===== config.mk =====
export PLATFORM = sky130hd
export DESIGN_NAME = llsc_resv_monitor
export DESIGN_NICKNAME = d
export VERILOG_FILES = /design/src/rtl/llsc_resv_pkg.sv /design/src/rtl/llsc_resv_datapath.sv /design/src/rtl/llsc_resv_control.sv /design/src/rtl/llsc_resv_monitor.sv
export SDC_FILE = /design/constraint.sdc
export NUM_CORES = 1
export LEC_CHECK = 0
export ABC_AREA = 1
export BUFFER_PORTS_ARGS = -buffer_cell sky130_fd_sc_hd__buf_4
export CAP_MARGIN = 20
export CORE_MARGIN = 3
export CORE_UTILIZATION = 35
export DETAILED_ROUTE_END_ITERATION = 8
export SLEW_MARGIN = 25
export SYNTH_ARGS = -nofsm -noshare
export SYNTH_HDL_FRONTEND = slang
export SYNTH_HIERARCHICAL = 1
export SYNTH_SLANG_ARGS = --single-unit
export TNS_END_PERCENT = 10

===== constraint.sdc =====
create_clock -name clk -period 2 [get_ports clk]
set_clock_uncertainty 0.2 [all_clocks]
set_input_delay 0 -clock clk [delete_from_list [all_inputs] [get_ports clk]]
set_output_delay 0 -clock clk [all_outputs]
set_load 0.02 [all_outputs]

===== src/rtl/llsc_resv_pkg.sv =====
package llsc_resv_pkg;
  // Strobes sent from the decision logic to the reservation state
  typedef struct packed {
    logic captureAddr; // latch the request line as the reserved line
    logic setLink;     // arm the link flag
    logic clrLink;     // drop the link flag
  } resvStrobe_t;
endpackage


===== src/rtl/llsc_resv_datapath.sv =====
module llsc_resv_datapath
  import llsc_resv_pkg::*;
#(
  parameter int ADDR_W     = 16,
  parameter int LINE_OFS_W = 4
) (
  input  logic              clk,
  input  logic              rstN,
  input  resvStrobe_t       strobe,
  input  logic [ADDR_W-1:0] reqAddr,
  input  logic              snoopValid,
  input  logic [ADDR_W-1:0] snoopAddr,
  output logic              linkBit,
  output logic              reqHit,
  output logic              snoopHitResv,
  output logic              snoopHitReq
);
  localparam int LINE_W = ADDR_W - LINE_OFS_W;

  logic [LINE_W-1:0] resvLine;
  logic [LINE_W-1:0] reqLine;
  logic [LINE_W-1:0] snoopLine;

  assign reqLine   = reqAddr[ADDR_W-1:LINE_OFS_W];
  assign snoopLine = snoopAddr[ADDR_W-1:LINE_OFS_W];

  assign reqHit       = (reqLine == resvLine);
  assign snoopHitResv = snoopValid && (snoopLine == resvLine);
  assign snoopHitReq  = snoopValid && (snoopLine == reqLine);

  always_ff @(posedge clk or negedge rstN) begin
    if (!rstN) begin
      resvLine <= '0;
      linkBit  <= 1'b0;
    end else begin
      if (strobe.captureAddr) resvLine <= reqLine;
      if (strobe.setLink)      linkBit <= 1'b1;
      else if (strobe.clrLink) linkBit <= 1'b0;
    end
  end

  // the stored line is the line part of the captured request address
  p_capture_line_r5: assert property (@(posedge clk) disable iff (!rstN)
    strobe.captureAddr |=> resvLine == $past(reqLine));
endmodule


===== src/rtl/llsc_resv_control.sv =====
module llsc_resv_control
  import llsc_resv_pkg::*;
(
  input  logic        clk,
  input  logic        rstN,
  input  logic        opLoadLink,
  input  logic        opStoreCond,
  input  logic        opStore,
  input  logic        flushReq,
  input  logic        linkBit,
  input  logic        reqHit,
  input  logic        snoopHitResv,
  input  logic        snoopHitReq,
  output resvStrobe_t strobe,
  output logic        memWrEn,
  output logic        scPass
);
  logic breakLink;

  // Any event that could change the reserved line, or end the sequence
  assign breakLink = flushReq || opStoreCond || snoopHitResv
                   || (opStore && reqHit) || (opLoadLink && snoopHitReq);

  always_comb begin
    strobe.captureAddr = opLoadLink && !flushReq;
    strobe.setLink     = opLoadLink && !flushReq && !snoopHitReq;
    strobe.clrLink     = breakLink;
  end

  // Snoop and flush take priority over a store-conditional in the same cycle
  assign scPass  = opStoreCond && linkBit && reqHit && !snoopHitResv && !flushReq;
  assign memWrEn = opStore || scPass;

  // Input rule: at most one processor request per cycle
  p_one_request: assert property (@(posedge clk) disable iff (!rstN)
    $onehot0({opLoadLink, opStoreCond, opStore}));

  p_ll_arms_r1: assert property (@(posedge clk) disable iff (!rstN)
    opLoadLink && !flushReq && !snoopHitReq |=> linkBit);

  p_sc_clears_r3: assert property (@(posedge clk) disable iff (!rstN)
    opStoreCond |=> !linkBit);

  p_snoop_clears_r4: assert property (@(posedge clk) disable iff (!rstN)
    snoopHitResv && !opLoadLink |=> !linkBit);

  p_flush_clears_r8: assert property (@(posedge clk) disable iff (!rstN)
    flushReq |=> !linkBit);

  p_store_clears_r10: assert property (@(posedge clk) disable iff (!rstN)
    opStore && reqHit |=> !linkBit);
endmodule


===== src/rtl/llsc_resv_monitor.sv =====
module llsc_resv_monitor
  import llsc_resv_pkg::*;
#(
  parameter int ADDR_W     = 16,
  parameter int LINE_OFS_W = 4
) (
  input  logic              clk,
  input  logic              rstN,
  input  logic              opLoadLink,
  input  logic              opStoreCond,
  input  logic              opStore,
  input  logic [ADDR_W-1:0] reqAddr,
  input  logic              snoopValid,
  input  logic [ADDR_W-1:0] snoopAddr,
  input  logic              flushReq,
  output logic              memWrEn,
  output logic              scPass
);
  resvStrobe_t strobe;
  logic linkBit, reqHit, snoopHitResv, snoopHitReq;

  llsc_resv_datapath #(.ADDR_W(ADDR_W), .LINE_OFS_W(LINE_OFS_W)) u_dp (
    .clk(clk), .rstN(rstN), .strobe(strobe), .reqAddr(reqAddr),
    .snoopValid(snoopValid), .snoopAddr(snoopAddr), .linkBit(linkBit),
    .reqHit(reqHit), .snoopHitResv(snoopHitResv), .snoopHitReq(snoopHitReq)
  );

  llsc_resv_control u_ctl (
    .clk(clk), .rstN(rstN), .opLoadLink(opLoadLink), .opStoreCond(opStoreCond),
    .opStore(opStore), .flushReq(flushReq), .linkBit(linkBit), .reqHit(reqHit),
    .snoopHitResv(snoopHitResv), .snoopHitReq(snoopHitReq), .strobe(strobe),
    .memWrEn(memWrEn), .scPass(scPass)
  );
endmodule


==> results of run 1 <==
-- worst max path at each step --
stage | from | end | depth (start not counted) | slack, ps
floorplan | u_dp/resvLine[4] | u_dp/linkBit | 9 | 580
global placement | u_dp/resvLine[3] | memWrEn | 10 | 460
detailed placement | u_dp/resvLine[3] | memWrEn | 10 | 430
CTS | reqAddr[14] | u_dp/linkBit | 11 | 10
global route | u_dp/resvLine[8] | scPass | 12 | 20
finish | u_dp/resvLine[3] | memWrEn | 10 | 170
-- worst max-delay path: stages (launching register included) --
cell                      delay (ps)
sky130_fd_sc_hd__dfrtp_1         420
sky130_fd_sc_hd__xnor2_1         190
sky130_fd_sc_hd__nand2_1          70
sky130_fd_sc_hd__nor2_1           90
sky130_fd_sc_hd__nand2_1          80
sky130_fd_sc_hd__nor2_2          110
sky130_fd_sc_hd__nand2_1          70
sky130_fd_sc_hd__nor2_2           70
sky130_fd_sc_hd__nand2_1          70
sky130_fd_sc_hd__nand2_1          60
sky130_fd_sc_hd__buf_4           130
-- area by class of cell --
class                           instances  area [um2]
Fill cell                             287        1285
Multi-Input combinational cell        128       643.1
Timing Repair Buffer                   51       427.9
Sequential cell                        13       325.3
Inverter                               31       116.4
Tap cell                               42       52.55
Clock buffer                            4       26.28
-- through the flow --
step                      hold slack (ps)  setup slack, ps
final                               167.4            167.7
after global routing                251.4            21.60
after CTS                           167.0            13.50
after detailed placement           -333.2            427.4
after global placement             -333.9            460.2
after floorplan                    -495.6            575.6
-- synthesized netlist by cell type --
master | instances | area [um2]
sky130_fd_sc_hd__nand2_2 | 1 | 6.260
sky130_fd_sc_hd__nand3_1 | 3 | 15.01
sky130_fd_sc_hd__clkinv_1 | 1 | 3.750
sky130_fd_sc_hd__mux2_2 | 4 | 45.04
sky130_fd_sc_hd__nor2_1 | 19 | 71.32
sky130_fd_sc_hd__o21ai_1 | 6 | 30.03
sky130_fd_sc_hd__o21bai_1 | 1 | 7.510
sky130_fd_sc_hd__a21oi_1 | 4 | 20.02
sky130_fd_sc_hd__xor2_1 | 2 | 17.52
sky130_fd_sc_hd__inv_1 | 24 | 90.09
sky130_fd_sc_hd__xnor2_1 | 14 | 122.6
sky130_fd_sc_hd__inv_2 | 6 | 22.52
sky130_fd_sc_hd__nand4_1 | 1 | 6.260
sky130_fd_sc_hd__dfrtp_1 | 13 | 325.3
sky130_fd_sc_hd__nor3_1 | 1 | 5.000
sky130_fd_sc_hd__buf_2 | 2 | 10.01
sky130_fd_sc_hd__nand2_1 | 59 | 221.5
sky130_fd_sc_hd__o21ai_0 | 10 | 50.05
sky130_fd_sc_hd__nor2_2 | 3 | 18.77
sky130_fd_sc_hd__buf_4 | 1 | 7.510
-- cells by family (layout without fill, tap and decap cells) --
logic type             count (synthesis)  in the layout  synth area share [%]
buffers and inverters                 34             86                 12.21
XOR/XNOR                              16             16                 12.79
multiplexers                           4              4                 4.109
flip-flops                            13             13                 29.68
AND/OR/NAND/NOR                       87             87                 31.39
AO/OA/AOI/OAI                         21             21                 9.818
-- power groups by stage --
stage / Sequential (mW) / Clock [mW] / Combinational (mW)
5_1_grt: 0.336 / 0.188 / 0.326
2_1_floorplan: 0.329 / 0 / 0.161
4_1_cts: 0.330 / 0.183 / 0.291
3_3_place_gp: 0.333 / 0 / 0.255
6_report: 0.331 / 0.169 / 0.288
3_5_place_dp: 0.336 / 0 / 0.260
-- timing repair --
item / 4_1_cts / 5_1_grt
endpoints found under the hold margin: 26 / 0
hold buffers: 19 / 0
setup endpoints to repair: 0 / 3
resized for setup: 0 / 4
-- flip-flops by register name, summed over array words and instances (netlist names) --
name	flops
u_dp/linkBit	1
u_dp/resvLine	12
-- per-layer routing --
layer	global-route usage (%)	vias to the layer above
met2	27.51	22
li1	-	629
met4	5.455	0
met3	1.860	2
met5	0	-
met1	19.17	516
==> results.md, run 1 <==
- The flow ran to the end, and the final reports show no timing, DRC or antenna violations.
- The endpoint kind of the worst setup timing path is an output pin.
- The wire length on met3 is approximately 80 um.
- The count of final max-slew check failures is 0.
- For this block, wires on met1 add up to 1.289 mm.
- The maximum number of pins on one net before global-route repair is 21.
- After the first detailed-routing iteration, the DRC count stood at 55.
- The estimated wirelength of the detail-placed design is approximately 2.2 mm.
- The number of detailed-route iterations in the first pass is 4.
- In this run the critical register-to-register path is launched from u_dp/resvLine[4].
- The static leakage is 0.8091 nW.
- The post-synthesis register bit count is 13.
- The number of sinks driven by the clock tree is 13.
- The count of inserted antenna diode cells is 0.
- The standard cell area after detailed placement is 0.001379 mm2.
- Across all register-to-register paths, the minimum setup slack is 540 ps.
- The die covers about 0.0038 mm2.
- The finished layout holds about 270 standard cells, fillers aside.
- The number of global-route vias before repair is 1102.
- Summing all non-filler instances in the final layout gives an area of ~0.0016 mm2.
- The number of max-cap violations is 0.
- The CTS clock-pin slew for the worst setup and hold paths is 90 ps.
- The fraction of the yosys area taken by sequential cells is between 20% and 30%.
- Yosys mapped the design onto 20 distinct sky130hd cell types.
- The post-synthesis cell area is 0.001096 mm2.
- The portion of total power attributed to sequential cells is 42.0%.
- After layout, the minimum clock period comes to roughly 1800 ps.
- The final weighted congestion of routability-driven global placement is ~0.77.
- The max-slew headroom at the worst pin is 55.22%.
- At the pin with the least slew margin, the transition time is about 670 ps.
- The cell internal power dissipation is 527.5 uW.
- The final layout contains 267 nets.
- The total setup buffers inserted after CTS is 0.
- The number of I/O port buffers is 32.
- The insertion delay of the later-clocked pin in the worst-skew pair is 270 ps.
- The total core area is approximately 0.0029 mm2.
- Synthesis produced a netlist whose cell count is 175.
- The initial antenna violation count is 0.
- Global routing consumed, over all layers together, 15.52% of the routing resources.
- The arrival time of data at the critical path endpoint is 1630 ps.
- The vias after detailed routing is between 1000 and 1500.
- After detailed routing, the met2 layer carries 1.411 mm of wire.
- The number of clock buffers added by TritonCTS is 3.
- The peak ir drop on the vdd network is 0.2139 mV.
- A synthesized cell averages between 6 and 7 um2.
- The placement row count is 19.
- Compared with the post-synthesis result, the final layout area differs by 45.21%.
- The DRC violations left is 0.
- The die is a little over 60 um wide.
- In this run the deepest clock path goes through 2 buffers.
- The final clock period utilization by the worst path is 91.61%.
- The commonest non-fill, non-tap cell in the layout is sky130_fd_sc_hd__nand2_1.
- Setup repair after global routing left no endpoint under its margin.
- The clock tree root driver cell is sky130_fd_sc_hd__clkbuf_4.
- The total wire length after detailed routing is 2.799 mm.
- The worst hold path begins at snoopAddr[11].
- In this run the critical register-to-register path is captured at u_dp/linkBit.
- The highest clock frequency the design can meet is 545.8 MHz.
- Dividing the detail-routed wire length by the instance count gives between 10 and 15 um.
- The setup TNS is 0 ps.
- For this design the ratio of total power to cell area is ~500 mW/mm2.
- The capture endpoint of the worst hold path is u_dp/linkBit.
- The library cells used most frequently in the layout, excluding fill and tap cells, are 59 x sky130_fd_sc_hd__nand2_1, 33 x sky130_fd_sc_hd__buf_4, 22 x sky130_fd_sc_hd__inv_1.
- The element type at the critical path start is a flip-flop.
- In this run, placement finished with an instance count of roughly 250.
- The share of the core filled with cells in the final layout is 55.33%.
- The first-pass GRT wire length is 4.416 mm.
- The clock tree from TritonCTS is yes.
- The final antenna-violating net count is 0.
- The total congestion overflow is 0.
- At the worst endpoint, the required time is 1800 ps.
- The depth of the worst hold-timing path is 9.
- The critical path is of the flip-flop to output pin type.
- The highest metal layer with signal wires is met4.
- In this run the vertical extent of the chip is 61.96 um.
- Setup violations remaining at the end of the flow were counted as 0.
- Once the floorplan was initialized, standard cells occupied a little under two fifths of the core.
- The post-detailed-route via-to-cell ratio is 4.346.
- Along the worst path, the maximum fanout reaches 3.
- The count of final hold-check violations is 0.
- The number of cells on the worst reg-to-reg path is 8.
- The total of warnings raised by yosys is 6.
- In this run the power spent charging and discharging nets is 260.6 uW.
- The number of levels the H-tree was split into is 1.
- Of the cells placed in the final design, the portion with a size suffix greater than 1 is 23.79%.
- The top-level port count is 41.
- In this run the worst hold path is classified as input port to flip-flop.
- The design draws 788.1 uW.
- The share of total power dissipated in the clock network is a little over a fifth.
- Per report_power, the combinational group accounts for a little over a third of the total.
- The number of nets handed over by synthesis was 214.
- The switching share of total power is 33.07%.
No activity file was read; power rests on OpenSTA's default activity.
==> inputs of run 2 (changes only) <==
--- a/config.mk
+++ b/config.mk
@@ -6,11 +6,12 @@
 export NUM_CORES = 1
 export LEC_CHECK = 0
 export ABC_AREA = 1
-export BUFFER_PORTS_ARGS = -buffer_cell sky130_fd_sc_hd__buf_4
 export CAP_MARGIN = 20
 export CORE_MARGIN = 3
-export CORE_UTILIZATION = 35
+export CORE_UTILIZATION = 62
 export DETAILED_ROUTE_END_ITERATION = 8
+export DONT_BUFFER_PORTS = 1
+export PLACE_DENSITY = 0.78
 export SLEW_MARGIN = 25
 export SYNTH_ARGS = -nofsm -noshare
 export SYNTH_HDL_FRONTEND = slang
==> run 2 against run 1 <==
  * The run now fails in global routing (5_1_grt)
  * Synthesized area unchanged
  * Synthesized cell count stayed put
==> results.md, run 2 <==
- The estimated wirelength of the detail-placed design is 1.915 mm.
- Progress stopped at global routing (5_1_grt).
- The first error in the log reads "[ERROR GRT-0232] Routing congestion too high. Check the congestion heatmap in the GUI".
- Summed over all layers, the global routing overflow is 21.
- The average instance area after synthesis is 6.263 um2.
- After synthesis, the cell types taking the most area are sky130_fd_sc_hd__dfrtp_1 30%, sky130_fd_sc_hd__nand2_1 20%, sky130_fd_sc_hd__xnor2_1 11%.
- The number of sinks driven by the clock tree is 13.
- When the last timing repair stopped, the worst path ended at memWrEn.
- In the global route stage, overall resource usage came out at around two thirds.
- The clock tree root driver cell is sky130_fd_sc_hd__clkbuf_4.
- Row generation in the floorplan step produced 14 rows.
- For this run, the number of Yosys warnings is 6.
- The die extent in x is 48.05 um.
- The flow did not finish.
- The post-synthesis instance total is 175.
- In this run the post-CTS setup repair buffer count came out at 0.
- The die is 48.05 um tall.
- Synthesis inferred 13 register bits.
- Ranked by instance count, the synthesized netlist is headed by 59 x sky130_fd_sc_hd__nand2_1, 24 x sky130_fd_sc_hd__inv_1, 19 x sky130_fd_sc_hd__nor2_1.
- The number of flops mapped to enable cells by yosys is 0.
- The netlist uses 20 different library cells.
- The number of buffers created by CTS is 3.
- The post-synthesis async set-or-reset flop share is between 90% and 100%.
- After the last repair the worst path ends at an output port.
- The top-level port count is 41.
- The final weighted congestion of routability-driven global placement is between 0.8 and 0.9.
- The initial utilization of the core area, before any placement, comes to 69.52%.
- The post-synthesis cell area is 0.001096 mm2.
- Synthesis produced a netlist with a net count of 214.
- No sink is reached through more buffers than the 2 on the longest clock path.
- The predominant post-synthesis flop cell is sky130_fd_sc_hd__dfrtp_1.
- The fraction of the yosys area taken by sequential cells is between 20 and 30%.
- The number of levels the H-tree was split into is 1.
- The leading area contributor after synthesis is sky130_fd_sc_hd__dfrtp_1.
- The number of I/O port buffers is 0.
- The top-area cell type share of the netlist area is 29.68%.
- The maximum number of pins on one net before global-route repair is 21.
- The most common cell in the synthesized netlist is sky130_fd_sc_hd__nand2_1.
-- run 2: cell counts after synthesis --
No cell type changed its count.
-- run 2: logic make-up after synthesis --
kind of cell    Yosys count  share of synthesized area (%)
compound gates           21                          9.818
xor+xnor                 16                          12.79
buf+inv                  34                          12.21
simple gates             87                          31.39
mux                       4                          4.109
flops                    13                          29.68
-- run 2: repair_timing --
action                                  CTS
gates resized for setup                   0
endpoints found under the setup margin    0
hold endpoints to repair                 28
hold buffers                             37
-- run 2: per-stage QoR --
step	setup slack (ps)	hold WS, ps	cell area (um2)	std cells	utilization, %
2_1_floorplan	575.6	-495.6	1096	175	-
3_3_place_gp	511.8	-495.3	1106	189	70.16
3_5_place_dp	469.5	-495.3	1106	189	70.16
4_1_cts	158.7	0.9452	1503	230	95.32
-- run 2: layer usage --
| metal | overflow | GRT usage [%] |
|---|---|---|
| met1 | 0 | 62.16 |
| met2 | 10 | 85.49 |
| met3 | 0 | 51.50 |
| met4 | 11 | 76.34 |
| met5 | 0 | 2.500 |
==> inputs of run 3 (changes only) <==
--- a/config.mk
+++ b/config.mk
@@ -7,11 +7,11 @@
 export LEC_CHECK = 0
 export ABC_AREA = 1
 export CAP_MARGIN = 20
-export CORE_MARGIN = 3
-export CORE_UTILIZATION = 62
+export CORE_AREA = 3 3 64 66
 export DETAILED_ROUTE_END_ITERATION = 8
+export DIE_AREA = 0 0 67 69
 export DONT_BUFFER_PORTS = 1
-export PLACE_DENSITY = 0.78
+export PLACE_DENSITY_LB_ADDON = 0.15
 export SLEW_MARGIN = 25
 export SYNTH_ARGS = -nofsm -noshare
 export SYNTH_HDL_FRONTEND = slang
==> run 3 against run 2 <==
  * The flow now finishes, with violations (negative hold slack)
==> results.md, run 3 (synthesis results as in run 1) <==
- VDD sags by at most about 0.23 mV.
- Headroom to the max-slew limit came out at between 50% and 60%.
- The layout filler cell count is a little over 400.
- The repair_antennas step left the layout with diodes totalling 0.
- The DRC violations left is 0.
- The final instance count without filler cells is 255.
- For this run, the total global-route usage over all layers was measured as between 10 and 15%.
- The first-pass GRT wire length is approximately 5.0 mm.
- STA classifies the critical path startpoint as an input port.
- The internal power of the cells totals a little under 600 uW.
- The final clock period utilization by the worst path is 93.08%.
- The worst hold slack is -3.855 ps.
- Derived from the worst setup path, the maximum achievable clock frequency is 537.2 MHz.
- The number of max-cap violations is 0.
- The static leakage is 0.7042 nW.
- The count of final hold-check violations is 1.
- The number of buffers created by CTS is 3.
- The total power density per cell area is 554.1 mW/mm2.
- The CTS clock-pin slew for the worst setup and hold paths is about 60 ps.
- Once the floorplan was initialized, standard cells occupied 30.17% of the core.
- The register bank with the most flops is u_dp/resvLine.
- The data required time of the critical path is 1930 ps.
- The die covers 0.004623 mm2.
- The register with the most flip-flops in the layout has 12 of them.
- The number of DRC markers in iteration 0 is 25.
- The clock tree root driver cell is sky130_fd_sc_hd__clkbuf_8.
- The total instance count after detailed placement is 221.
- The commonest non-fill, non-tap cell in the layout is sky130_fd_sc_hd__nand2_1.
- In the final layout, the registers with the most flip-flops are u_dp/resvLine: 12 flops, u_dp/linkBit: 1 flops.
- The run finished, with violations left.
- The clock tree from TritonCTS is yes.
- The post-detailed-route via-to-cell ratio is 4.447.
- Setup repair after global routing left no endpoint under its margin.
- The initial antenna violation count is 0.
- The number of levels the H-tree was split into is 1.
- The count of final max-slew check failures came to 0.
- The design draws about 830 uW.
- The number of sinks driven by the clock tree is 13.
- In this run the standard cell core region covers 0.003633 mm2.
- The height of the die is about 69 um.
- The minimum clock period is 1862 ps.
- The final antenna-violating net count is 0.
- The first TritonRoute pass finished after 4 iterations.
- The combinational share of power is a little under a third.
- The total overflow left after global routing is 0.
- The switching share of total power is 30.20%.
- The placement row count is 22.
- In this run the count of I/O pins placed on the die edge is 41.
- The clock network fraction of total power is between 20% and 30%.
- The register cell area after layout is around 330 um2.
- In this run the cell area measured after placement is 0.001146 mm2.
- The share of the core filled with cells in the final layout is between 40% and 50%.
- For the final routed database, the setup TNS stands at 0 ps.
- The routed design has 3.049 mm of wire.
- The endpoint kind of the worst setup timing path is a flip-flop.
- Of all nets on the critical path, the largest fanout is 4.
- The final setup violation count is 0.
- The type of the worst min-delay path is input port to output pin.
- At the end of routability-driven placement, the weighted congestion stood at 0.7431.
- The estimated wirelength of the detail-placed design is ~2.2 mm.
- The portion of total power attributed to sequential cells is 39.9%.
- The final reports fail on negative hold slack.
- The arrival time of data at the critical path endpoint is 1790 ps.
- Measured along the x axis, the die boundary spans 67 um.
- The net count of the finished layout is 247.
- The net load switching power is ~250 uW.
- The top cell types in the final layout, fill and taps aside, are 59 x sky130_fd_sc_hd__nand2_1, 30 x sky130_fd_sc_hd__dlygate4sd3_1, 24 x sky130_fd_sc_hd__inv_1.
- The number of global-route vias before repair is around 1200.
- During placement, the flow inserted port buffers numbering 0.
- The insertion delay of the later-clocked pin in the worst-skew pair is around 250 ps.
- The routed layout has 1134 vias.
- The multi-input combinational cells in the finished layout cover a total of 643.1 um2.
- No sink is reached through more buffers than the 2 on the longest clock path.
- The routed wirelength normalized by instance count is 11.96 um.
- The area growth from synthesis to layout is 36.64%.
- The post-route standard cell area excluding fillers is around 0.0015 mm2.
- The setup path with the least slack is of type input port to flip-flop.
- The transition time at the pin with the least slew margin is 686.3 ps.
- Entering global routing, the biggest net connects 21 pins.
- Cells with a size suffix above 1 make up about a tenth of the layout.
## run 3: power by group through the flow
| stage | registers [mW] | clock network, mW | logic [mW] |
|---|---|---|---|
| after floorplan | 0.329 | 0 | 0.161 |
| after global placement | 0.333 | 0 | 0.190 |
| after detailed placement | 0.335 | 0 | 0.191 |
| after CTS | 0.330 | 0.256 | 0.257 |
| after global routing | 0.335 | 0.267 | 0.292 |
| final | 0.331 | 0.242 | 0.257 |
## run 3: area by class of cell
| type | instances | area share, % |
|---|---|---|
| Timing Repair Buffer | 31 | 20.55 |
| Sequential cell | 13 | 21.72 |
| Inverter | 31 | 7.769 |
| Tap cell | 48 | 4.010 |
| Clock buffer | 4 | 3.008 |
| Multi-Input combinational cell | 128 | 42.94 |
## run 3: through the flow
stage / worst slack, ps / hold slack [ps]
after floorplan: 575.6 / -495.6
after global placement: 456.3 / -495.1
after detailed placement: 450.5 / -495.1
after CTS: 96.94 / 4.066
after global routing: 24.06 / 15.97
final: 138.4 / -3.855
## run 3: worst max-delay path: stages
cell	delay (ps)
sky130_fd_sc_hd__dlygate4sd3_1	540
sky130_fd_sc_hd__nand2_1	60
sky130_fd_sc_hd__dlygate4sd3_1	540
sky130_fd_sc_hd__o21ai_0	70
sky130_fd_sc_hd__dlygate4sd3_1	570
## run 3: worst paths after layout
kind,depth (start not counted),from,endpoint,slack (ps)
worst min register to register,2,u_dp/linkBit,u_dp/linkBit,320
worst min-delay path,3,flushReq,scPass,-4
worst max-delay path,5,reqAddr[13],u_dp/resvLine[9],140
max in group asynchronous,1,rstN,u_dp/resvLine[10],1120
min in group asynchronous,1,rstN,u_dp/resvLine[8],30
worst max register to register,8,u_dp/resvLine[4],u_dp/linkBit,470
## run 3: what timing repair did
item | in CTS | in global routing
hold buffers | 30 | 1
hold endpoints to repair | 27 | 1
resized for setup | 0 | 2
setup buffers | 0 | 0
endpoints found under the setup margin | 0 | 1
## run 3: layer usage
layer	part of all wire (%)	global-route usage, %
met5	0	0
met2	49	23.47
met3	7.0	3.257
met1	44	17.74
met4	0.75	4.054
==> inputs of run 4 (changes only) <==
--- a/config.mk
+++ b/config.mk
@@ -5,9 +5,9 @@
 export SDC_FILE = /design/constraint.sdc
 export NUM_CORES = 1
 export LEC_CHECK = 0
-export ABC_AREA = 1
 export CAP_MARGIN = 20
 export CORE_AREA = 3 3 64 66
+export CTS_BUF_LIST = sky130_fd_sc_hd__clkbuf_16
 export DETAILED_ROUTE_END_ITERATION = 8
 export DIE_AREA = 0 0 67 69
 export DONT_BUFFER_PORTS = 1
==> run 4 against run 3 <==
  * The run now ends clean
  * Register-to-register slack got worse by 210 ps
  * Design area fell by 7.7%
  * Critical path type is now flip-flop to output pin
  * Count of clock-buffer cells in the layout fell by 1
  * Critical path depth did not move
  * First-iteration DRC count fell by 60%
==> results.md, run 4 <==
- In this run the power density over the cells is 710.8 mW/mm2.
- The reg-to-reg critical path endpoint is u_dp/linkBit.
- In this run the static leakage power is 0.5010 nW.
- The number of detailed-route iterations in the first pass is 3.
- In the final layout, the share of cells above drive strength 1 is 17.65%.
- The average instance area after synthesis is 10.89 um2.
- The number of DRC markers in iteration 0 is 10.
- For the worst setup path, the data required time is between 1500 and 2000 ps.
- Dividing the detail-routed via count by the number of cells gives 4.497.
- The worst pin sits at a relative slew slack of 53.49%.
- In this run the horizontal extent of the chip is 67 um.
- The endpoint kind of the worst setup timing path is an output pin.
- The arrival time of data at the critical path endpoint is 1700 ps.
- The number of flops mapped to enable cells by yosys is 0.
- In the layout the commonest cells are 36 x sky130_fd_sc_hd__xnor2_1, 29 x sky130_fd_sc_hd__dlygate4sd3_1, 13 x sky130_fd_sc_hd__dfrtp_1.
- The maximum number of pins on one net before global-route repair is 14.
- The post-synthesis async set-or-reset flop share is 100.0%.
- The overall power after layout is ~980 uW.
- The flip-flop count of the largest register, all copies and words added is 12.
- The number of sinks driven by the clock tree is 13.
- The final antenna-violating net count is 0.
- In the final layout, flip-flops and latches occupy 325.3 um2.
- The net count of the finished layout is 159.
- The leading area contributor after synthesis is sky130_fd_sc_hd__dfrtp_1.
- The post-route standard cell area excluding fillers is 0.001383 mm2.
- The total track usage is a little under an eighth.
- The core region is 0.003633 mm2.
- Among all flip-flop cells after synthesis, the most frequent one is sky130_fd_sc_hd__dfrtp_1.
- The clock tree from TritonCTS is yes.
- Following the worst setup path forward leads to its endpoint at memWrEn.
- The standard cell area after detailed placement is about 1000 um2.
- The startpoint of the most critical setup path is u_dp/resvLine[11].
- The tightest min-delay check is of the input port to flip-flop type.
- The number of global-route vias before repair is 882.
- The insertion delay of the later-clocked pin in the worst-skew pair is 240 ps.
- The worst register-to-register path begins at u_dp/resvLine[11].
- The maximum fanout along the worst path is 3.
- Detailed routing inserted a total of 751 vias.
- The die is 69 um tall.
- The buffer depth of the longest clock path is 2.
- After synthesis, the cell types taking the most area are sky130_fd_sc_hd__dfrtp_1 34%, sky130_fd_sc_hd__xnor2_1 33%, sky130_fd_sc_hd__mux2_2 14%.
- Derived from the worst setup path, the maximum achievable clock frequency is 525.1 MHz.
- The element type at the critical path start is a flip-flop.
- The placement row count is 22.
- The final clock period utilization by the worst path is 95.21%.
- The HPWL after detailed placement is around 1.8 mm.
- The transition time at the pin with the least slew margin is just under 700 ps.
- Counting flops and latches in the post-synthesis netlist gives 13.
- Ranked by flip-flop count, first place goes to u_dp/resvLine.
- The share of cell area taken by muxes after synthesis is approximately 14%.
- The minimum clock period is 1904 ps.
- After detailed routing, the number of remaining DRC violations is 0.
- The most common cell in the synthesized netlist is sky130_fd_sc_hd__xnor2_1.
- In this run the number of H-tree levels came out at 1.
- The count of final max-slew check failures is 0.
- The setup check on the worst reg-to-reg path leaves a slack of 260 ps.
- The setup TNS is 0 ps.
- The count of final hold-check violations is 0.
- The number of buffers created by CTS is 3.
- After synthesis, the largest family of logic cells by area is XOR/XNOR gates.
- For this run, the number of Yosys warnings is 6.
- In this run the biggest area consumer among cell types represents 34.35% of the synthesized area.
- The starting density of the core is 26.07%.
- By count the netlist is led by 36 x sky130_fd_sc_hd__xnor2_1, 13 x sky130_fd_sc_hd__dfrtp_1, 12 x sky130_fd_sc_hd__mux2_2.
- After Yosys synthesis, full adders, half adders and majority gates account for 0% of the synthesized area.
- On the final layout, the worst hold slack is about 2.2 ps.
- After global routing the overflow that remains totals 0.
- Clock-pin slew was measured on the worst setup and hold paths at approximately 50 ps.
- The peak ir drop on the vdd network is 0.4224 mV.
- The count of buffers added on input and output ports is 0.
- The commonest non-fill, non-tap cell in the layout is sky130_fd_sc_hd__xnor2_1.
- After Yosys synthesis, and, or, nand and nor cells account for 13.74% of the synthesized area.
- The number of distinct library cell variants in the gate-level netlist after synthesis is 17.
- After detailed routing, the total wire length is 2.538 mm.
- The post-synthesis instance total is 87.
- The total die area is 0.004623 mm2.
- The count of inserted antenna diode cells is 0.
- The final setup violation count is 0.
- In the final layout, the registers with the most flip-flops are u_dp/resvLine: 12 flops, u_dp/linkBit: 1 flops.
- The share of the Yosys chip area taken by registers is 34.35%.
- The initial antenna violation count was 0.
- The post-synthesis cell area is 947.2 um2.
- The path type of the worst setup path is flip-flop to output pin.
- Dividing the detail-routed wire length by the instance count gives 15.20 um.
- The tool flagged a number of max-cap violations equal to 0.
- The clock tree root driver cell is sky130_fd_sc_hd__clkbuf_16.
- Fill cells in the final layout number ~390.
- The run finished with clean final reports.
- The cell depth of the worst flop-to-flop path is 7.
- The synthesized netlist devotes under 10% of its cell area to compound gates.
- During I/O placement, the number of pins put on the boundary was 41.
- The post-synthesis net count is between 100 and 150.
- The synthesized netlist devotes 33.29% of its cell area to XOR and XNOR gates.
- The final weighted congestion of routability-driven global placement is between 0.7 and 0.8.
- The first global-routing pass estimated roughly 4.0 mm of wire.
- The area added between synthesis and finish is 45.97%.
- The combined area of the multi-input logic cells is 616.8 um2.
==> run 4: cell count changes in the layout (fill, tap and decap cells not counted), moves of 3 or more <==
| cell | previous run | this run |
|---|---|---|
| sky130_fd_sc_hd__nand4_1 | 1 | 7 |
| sky130_fd_sc_hd__nor2_2 | 4 | 1 |
| sky130_fd_sc_hd__nor2_1 | 18 | 0 |
| sky130_fd_sc_hd__o21ai_0 | 10 | 0 |
| sky130_fd_sc_hd__nand2_1 | 59 | 3 |
| sky130_fd_sc_hd__inv_1 | 24 | 2 |
| sky130_fd_sc_hd__o21ai_1 | 6 | 0 |
| sky130_fd_sc_hd__clkbuf_16 | 0 | 3 |
| sky130_fd_sc_hd__xnor2_1 | 14 | 36 |
| sky130_fd_sc_hd__clkbuf_8 | 3 | 0 |
| sky130_fd_sc_hd__inv_2 | 6 | 0 |
| sky130_fd_sc_hd__mux2_2 | 4 | 12 |
==> run 4: metal layers <==
metal | vias up | track usage (%) | wire (um)
met5 | - | 0 | 0
met4 | 0 | 4.054 | 31
met3 | 4 | 4.235 | 196
met2 | 24 | 18.56 | 1210
met1 | 354 | 13.78 | 1100
li1 | 369 | - | -
==> run 4: area by class of cell <==
class	instances	area share, %
Clock buffer	3	5.430
Sequential cell	13	23.53
Multi-Input combinational cell	71	44.62
Tap cell	48	4.344
Inverter	1	0.2715
Clock inverter	1	0.2715
Timing Repair Buffer	30	21.54
==> run 4: timing repair <==
item,4_1_cts,5_1_grt
buffers inserted,0,0
endpoints found under the setup margin,0,2
endpoints found under the hold margin,27,0
gates resized for setup,0,2
hold buffers,29,0
==> run 4: worst min path at each step <==
stage | start | end | slack, ps | depth (start not counted)
after floorplan | rstN | u_dp/linkBit | -500 | 0
after global placement | rstN | u_dp/resvLine[2] | -500 | 0
after detailed placement | rstN | u_dp/resvLine[9] | -490 | 0
after CTS | snoopAddr[12] | u_dp/linkBit | 3 | 5
after global routing | opStoreCond | scPass | 30 | 1
final | reqAddr[14] | u_dp/linkBit | 2 | 5
==> run 4: report_power, final <==
group	total [mW]	internal, mW	switching, mW	leakage [nW]
registers	0.341	0.302	0.0399	0.153
logic	0.266	0.172	0.0940	0.305
clock network	0.376	0.264	0.112	0.0423
total	0.983	0.737	0.246	0.501
==> run 4: critical path, stage by stage, from the launching register on <==
cell                      delay, ps
sky130_fd_sc_hd__dfrtp_1        410
sky130_fd_sc_hd__xnor2_1        190
sky130_fd_sc_hd__nand4_1        170
sky130_fd_sc_hd__nor4_4         320
sky130_fd_sc_hd__nor2_2          80
sky130_fd_sc_hd__a41o_1         290
==> run 4: per-stage QoR <==
step                instances  utilization, %  setup slack (ps)
finish                    167           38.05             95.70
CTS                       167           37.67             19.87
detailed placement        134           27.51             231.0
global route              167           38.05            -9.928
global placement          134           27.51             251.3
floorplan                  87               -             385.8
==> run 4: kinds of logic (layout without fill, tap and decap cells) <==
| family | after synthesis | count (layout) |
|---|---|---|
| AOI/OAI and AO/OA | 3 | 3 |
| xor gates and xnor gates | 36 | 36 |
| buffers and inverters | 3 | 35 |
| DFF | 13 | 13 |
| muxes | 12 | 12 |
| and+or+nand+nor | 20 | 20 |
